$ cat config.mk
export PLATFORM = sky130hd
export DESIGN_NAME = uart_regfile_front
export DESIGN_NICKNAME = d
export VERILOG_FILES = /design/src/rtl/uart_regfile_front.sv
export SDC_FILE = /design/constraint.sdc
export NUM_CORES = 1
export LEC_CHECK = 0
export ABC_AREA = 0
export CORE_MARGIN = 2
export CORE_UTILIZATION = 35
export CTS_BUF_LIST = sky130_fd_sc_hd__clkbuf_8
export DETAILED_ROUTE_END_ITERATION = 10
export GPL_TIMING_DRIVEN = 0
export PLACE_DENSITY = 0.6
export SYNTH_ARGS = -nofsm -noshare
export SYNTH_HDL_FRONTEND = slang
export SYNTH_SLANG_ARGS = --single-unit
$ cat constraint.sdc
create_clock -name clk -period 2.75 [get_ports clk]
set_input_delay 0.6875 -clock clk [delete_from_list [all_inputs] [get_ports clk]]
set_output_delay 0.6875 -clock clk [all_outputs]
set_load 0.02 [all_outputs]
$ cat src/rtl/uart_regfile_front.sv
module uart_regfile_front #(
  parameter int DEPTH  = 16,
  parameter int ADDR_W = 12
) (
  input  logic              clk,
  input  logic              rst_n,
  input  logic              psel,
  input  logic              penable,
  input  logic              pwrite,
  input  logic [ADDR_W-1:0] paddr,
  input  logic [31:0]       pwdata,
  output logic [31:0]       prdata,
  output logic              pready,
  output logic              pslverr,
  input  logic [7:0]        rx_data,
  input  logic              rx_valid,
  output logic              rx_ready,
  output logic [7:0]        tx_data,
  output logic              tx_valid,
  input  logic              tx_ready,
  output logic              irq
);
  localparam int PW = $clog2(DEPTH);
  localparam int CW = $clog2(DEPTH + 1);
  localparam logic [CW-1:0] FULL_N = CW'(DEPTH);
  localparam logic [CW-1:0] HALF_N = CW'(DEPTH / 2);
  localparam logic [PW-1:0] LAST_P = PW'(DEPTH - 1);

  logic [31:0]   ctrl_q;
  logic [7:0]    mem [DEPTH];
  logic [PW-1:0] wr_ptr, rd_ptr;
  logic [CW-1:0] count;
  logic [7:0]    off;
  logic          access, sel_data, push, pop, tx_load, rx_full, rx_half;
  logic [31:0]   status;
  logic [ADDR_W-9:0] unused_addr_hi;

  assign unused_addr_hi = paddr[ADDR_W-1:8];
  assign off      = paddr[7:0];
  assign access   = psel & penable;
  assign sel_data = (off == 8'h00) || (off == 8'h03);
  assign rx_full  = (count == FULL_N);
  assign rx_half  = (count >= HALF_N);
  assign rx_ready = !ctrl_q[0] || !rx_full;
  assign push     = rx_valid && rx_ready && ctrl_q[0];
  assign pop      = access && !pwrite && sel_data && (count != '0);
  assign tx_load  = access && pwrite && sel_data && ctrl_q[1] && (!tx_valid || tx_ready);
  assign pready   = 1'b1;
  assign pslverr  = 1'b0;

  assign status = {21'd0, rx_full, tx_valid, rx_half, 1'b0, 4'd0,
                   !tx_valid, !tx_valid, count != '0};

  always_comb begin
    prdata = '0;
    if (sel_data) prdata = (count != '0) ? {24'd0, mem[rd_ptr]} : 32'd0;
    else if (off == 8'h04) prdata = status;
    else if (off == 8'h08) prdata = ctrl_q;
  end

  always_ff @(posedge clk) begin
    if (push) mem[wr_ptr] <= rx_data;
  end

  always_ff @(posedge clk or negedge rst_n) begin
    if (!rst_n) begin
      ctrl_q   <= '0;
      wr_ptr   <= '0;
      rd_ptr   <= '0;
      count    <= '0;
      tx_valid <= 1'b0;
      tx_data  <= '0;
      irq      <= 1'b0;
    end else begin
      if (access && pwrite && off == 8'h08) ctrl_q <= pwdata;
      if (push) wr_ptr <= (wr_ptr == LAST_P) ? '0 : wr_ptr + 1'b1;
      if (pop)  rd_ptr <= (rd_ptr == LAST_P) ? '0 : rd_ptr + 1'b1;
      if (push && !pop)      count <= count + 1'b1;
      else if (pop && !push) count <= count - 1'b1;
      if (tx_load) begin
        tx_valid <= 1'b1;
        tx_data  <= pwdata[7:0];
      end else if (tx_ready) begin
        tx_valid <= 1'b0;
      end
      irq <= (push && ctrl_q[2]) || (tx_load && ctrl_q[3]);
    end
  end
endmodule

---- Word level (Yosys, flattened, before mapping) ----
Memories as Yosys holds them, arrays and structs flattened.
Index checks and enable logic that the tools add are counted.
operators by class
  reduce and logical (&&, ||, !) cells .... 28
  bitwise gates (word level) .............. 1
  equal/unequal tests ..................... 6
  muxes and demuxes ....................... 12
  $lt $le $gt $ge ......................... 1
  add/subtract/negate cells ............... 4
operator list
  operator                                                                              number
  32-bit 2-to-1 mux                                                                     3
  1-bit logical AND                                                                     14
  5-bit 2-to-1 mux                                                                      2
  4-bit by 1-bit adder with 4-bit output (second input constant)                        2
  4-bit == test (second input constant)                                                 2
  8-bit by 2-bit == test with 1-bit output (second input constant)                      1
  8-bit by 3-bit == test with 1-bit output (second input constant)                      1
  8-bit by 4-bit == test with 1-bit output (second input constant)                      1
  8-bit zero test                                                                       1
  4-bit 2-to-1 mux                                                                      2
  8-bit 2-to-1 mux                                                                      1
  1-bit zero test                                                                       6
  5-bit by 1-bit adder with 5-bit output (second input constant)                        1
  5-bit == test (second input constant)                                                 1
  5-bit by 4-bit greater-or-equal comparator with 1-bit output (second input constant)  1
  5-bit nonzero test                                                                    1
  5-bit by 1-bit subtractor with 5-bit output (second input constant)                   1
  1-bit logical OR                                                                      4
  1-bit 2-to-1 mux                                                                      4
  2-bit nonzero test                                                                    2
  1-bit AND                                                                             1
word-level totals
  input bits .............................. 59
  memories kept ........................... 1
  output and inout bits ................... 45
  bits in writable memories ............... 128
  bits in registers ....................... 55
memory list
  memory  words  bits a word  read ports  clocked after memory_dff  write ports  RTL line  source
  mem     16     8            1           0                         1            30        logic [7:0] mem [DEPTH];

---- Logic depth before layout (Yosys ltp) ----
  word-level depth ........................ 9
  depth in mapped cells ................... 11

---- Least setup slack after synthesis ----
OpenSTA, ideal clock, no wires.
  path type ............................... in2reg
  start point ............................. input port paddr[5]
  end point ............................... register count[4]
  required time ........................... 2.670 ns
  buffers on the path ..................... 1
  data arrival time ....................... 3.010 ns
  path slack .............................. -0.340 ns
  cell stages on the path ................. 11
  cells stage by stage .................... nor4_4 nand3_2 or4_1 buf_2 ha_1 inv_1 ha_1 a21o_1 a21oi_1 mux2i_1 xnor2_1
between the ends
  longest elaborated chain between the ends .. 7
RTL lines
  element                                                                             RTL line  source
  start, declared                                                                     10        input logic [ADDR_W-1:0] paddr,
  8-bit by 2-bit == test with 1-bit output / 8-bit zero test (equally long branches)  41        assign sel_data = (off == 8'h00) || (off == 8'h03);
  1-bit logical OR (*)                                                                41
  1-bit logical AND (*) (2 in series)                                                 46        assign pop = access && !pwrite && sel_data && (count != '0);
  1-bit zero test                                                                     78        if (push && !pop) count <= count + 1'b1;
  1-bit logical AND                                                                   78
  5-bit 2-to-1 mux / 2-bit nonzero test (equally long branches)                       --
  end signal, assigned                                                                78
  end signal, assigned                                                                79        else if (pop && !push) count <= count - 1'b1;
  end, declared                                                                       32        logic [CW-1:0] count;
Mark *: on every way between the ends. The rest lies on a longest branch, timed or not.
A chain may end at the register's enable or synchronous reset.

---- Worst setup path after layout ----
  start point ............................. register rd_ptr[1]
  end point ............................... output port prdata[0]
between the ends
  longest elaborated chain between the ends .. 3
RTL lines
  element                 RTL line  source
  start, declared         31        logic [PW-1:0] wr_ptr, rd_ptr;
  start signal, assigned  77        if (pop) rd_ptr <= (rd_ptr == LAST_P) ? '0 : rd_ptr + 1'b1;
  memory read 16 x 8 bit  --
  8-bit 2-to-1 mux        56        if (sel_data) prdata = (count != '0) ? {24'd0, mem[rd_ptr]} : 32'd0;
  32-bit 2-to-1 mux       56
  end, declared           12        output logic [31:0] prdata,
Every way passes these cells.

==> results.ini <==
[layout]
final_common_cell=edfxtp_1
fin_util=0.4656
fillerInstances=1832
syn_to_final_growth_pct=31.37
most-common-layout-cells=edfxtp_1 (128), clkdlybuf4s50_1 (53), dfrtp_1 (51)
drive_above_1_share=0.3945
finalNonFillerCells=896
design_area_sq_mm=0.01010
final_net_count=673
antenna-diode-count=0

[power_and_ir_drop]
clockPowerShare=0.382
post-layout-total-power_mw=5.533
seqPwrFrac=0.547
switching_power_mw=1.234
p_comb_frac=0.071
vdd_drop_max_v=0.0002784
power.density_mw_per_mm2=548.0
leakagePower_nw=3.788
internal_power_mw=4.299
switching_share=0.2230

[synthesis]
syn_area_sq_mm=0.007686
syn_avg_cell_area_sq_um=16.67
synthDistinctLibCells=44
ys_seq_area_frac=0.6791
synthFlopType=edfxtp_1
synth_edf_count=128
synth_cells=461
synth_fp_nets=531
synth_seq_cells=183
yosys_warnings=0
async_flop_share=0.3005

[route]
wl_um=18090
drc=0
firstDrtPassIters=4
wl_per_cell_um=20.19
viasPerCell=4.956
num_vias=4441
antenna_left=0
drtIter0Drc=226

[setup_path]
rr_worst_depth=11
slowest_delay_ns=0.50
ff2ff_setup_slack_ns=0.13
r2r-start=count[2]$_DFFE_PN0P_
arrival_ns=2.49
path_max_fanout=6
end_kind=output port
cp_slowest_cell=mux4_2
required_ns=2.06
crit_path_start_kind=flop
crit_start=rd_ptr[1]$_DFFE_PN0P_
cp_cell_sequence=buf_12 -> buf_12 -> mux4_2 -> mux2_2 -> o211ai_1 -> o21ai_1 -> buf_4
critPathKind=flop to output port
crit_end=prdata[0]
r2r-end=count[4]$_DFFE_PN0P_
crit_top_cell=buf_12

[sta]
timing.final.crit_period_ns=3.179
skew_ns=0.01076
post-route-period-util=1.156
layout_setup_ws_ns=-0.4293
setup_violations=8
tightestPinTransition_ns=0.9404
setup_tns_ns=-2.798
slew_headroom=0.3697
fmax_mhz=314.5
slew_violations=0
whs_ns=0.1381
hold_viol=0
grt_setup_unrepaired=yes

[die]
fp.coreArea_sq_mm=0.02169
initial_core_util=0.3544
fp.dieH_um=152.2
die_w_um=152.2
num_rows=54
io_pins=104
dieArea_sq_mm=0.02316

[worst_hold_path]
hp-class=input port to asynchronous set/reset pin

[clock_network]
clk_latency_ns=0.46
ctsLongestPathBuffers=2
cts_tree=built
htree_num_levels=4
root_buffer=clkbuf_8
cts_buffers=17
clock-sinks=183
cts_hold_buf=0
clkTransAtPathRegs_ns=0.09

[place]
pre_cts_slack_ns=-1.398
place_area_sq_mm=0.009082
port_buffers=97
dp_hpwl_um=12120
place_inst=840
gp_congestion=0.8132

[grt]
grt_pass1_vias=4893
grt-ovfl-total=0
grt_usage=0.1605
grt_max_degree=42
antenna_found_initial=0
grt_first_pass_wirelength_um=28320

[flow_run]
drv_cap=0

[run_status]
status=finished, violations left
violations=setup timing

-- flip-flops by register name (all words and copies together) (netlist names) --
| signal | flops |
|---|---|
| rd_ptr | 4 |
| mem | 128 |
| irq | 1 |
| tx_data | 8 |
| tx_valid | 1 |
| wr_ptr | 4 |
| ctrl_q | 32 |
| count | 5 |
-- how the worst min path moves through the flow --
stage | start | end | slack (ns) | depth (start not counted)
2_1_floorplan | rst_n | count[0]$_DFFE_PN0P_ | 0.39 | 0
3_3_place_gp | ctrl_q[18]$_DFFE_PN0P_ | ctrl_q[18]$_DFFE_PN0P_ | 0.47 | 1
3_5_place_dp | ctrl_q[23]$_DFFE_PN0P_ | ctrl_q[23]$_DFFE_PN0P_ | 0.49 | 1
4_1_cts | rst_n | ctrl_q[25]$_DFFE_PN0P_ | 0.12 | 1
5_1_grt | rst_n | count[0]$_DFFE_PN0P_ | 0.12 | 1
6_report | rst_n | rd_ptr[3]$_DFFE_PN0P_ | 0.14 | 1
-- worst max-delay path, delay by kind of cell, from the launching register on --
family          cells  cell delay [ns]
flops               1             0.43
buf+inv             3             0.43
compound gates      2             0.38
mux                 2             0.78
-- final cells by class --
class,instances,area [sq um],area share
sequential,183,5225,0.5175
inverter,6,25.02,0.002478
clock buffer,18,247.7,0.02454
timing repair buffer,127,1231,0.1219
clock inverter,14,221.5,0.02193
buffer,21,177.7,0.01760
tap,280,350.3,0.03470
multi-input combinational,247,2619,0.2594
-- metal layers --
metal,wire (um),track usage
met2,9113,0.2795
met4,333,0.04984
met3,877,0.03925
met5,0,0
met1,7767,0.1980
-- cells by family (layout without fill, tap and decap cells) --
| kind of cell | after synthesis | count (layout) | share of synthesized area |
|---|---|---|---|
| AOI/OAI and AO/OA | 49 | 49 | 0.04412 |
| xor gates and xnor gates | 7 | 7 | 0.007977 |
| adders and majority gates | 11 | 11 | 0.01888 |
| buffers and inverters | 31 | 186 | 0.01774 |
| DFF | 183 | 183 | 0.6791 |
| muxes | 84 | 84 | 0.1652 |
| other | 2 | 2 | 0.0009771 |
| and+or+nand+nor | 94 | 94 | 0.06593 |
-- cells in the mapped netlist, drive strengths merged, types with 3 or more instances --
master | instances | area share
edfxtp | 128 | 0.50
dfrtp | 55 | 0.18
mux2 | 43 | 0.063
mux4 | 30 | 0.088
and2 | 21 | 0.017
nor2 | 21 | 0.010
nand2 | 18 | 0.0088
buf | 16 | 0.010
a21oi | 11 | 0.0072
mux2i | 11 | 0.014
nor2b | 11 | 0.0090
ha | 10 | 0.016
o21ai | 10 | 0.0065
clkbuf | 9 | 0.0044
a211oi | 6 | 0.0059
a22o | 6 | 0.0068
inv | 6 | 0.0029
nand3 | 6 | 0.0046
xnor2 | 6 | 0.0068
nor3 | 5 | 0.0033
a21o | 4 | 0.0039
nand2b | 4 | 0.0033
nor4 | 3 | 0.0044
o221ai | 3 | 0.0034
-- what timing repair did --
| action | 4_1_cts | 5_1_grt |
|---|---|---|
| setup buffers | 19 | 8 |
| gates resized for setup | 233 | 60 |
| pin swaps | 22 | 16 |
| setup endpoints to repair | 116 | 69 |
| hold endpoints to repair | 0 | 0 |
| gates cloned | 4 | 1 |
-- power groups by stage --
stage          clock network [mW]  logic (mW)  registers, mW
6_report                     2.11       0.394           3.03
5_1_grt                      2.26       0.442           3.03
4_1_cts                      2.16       0.371           3.03
3_5_place_dp                    0       0.346           3.08
3_3_place_gp                    0       0.326           3.08
2_1_floorplan                   0       0.175           3.07
(Power assumes the default switching activity.)
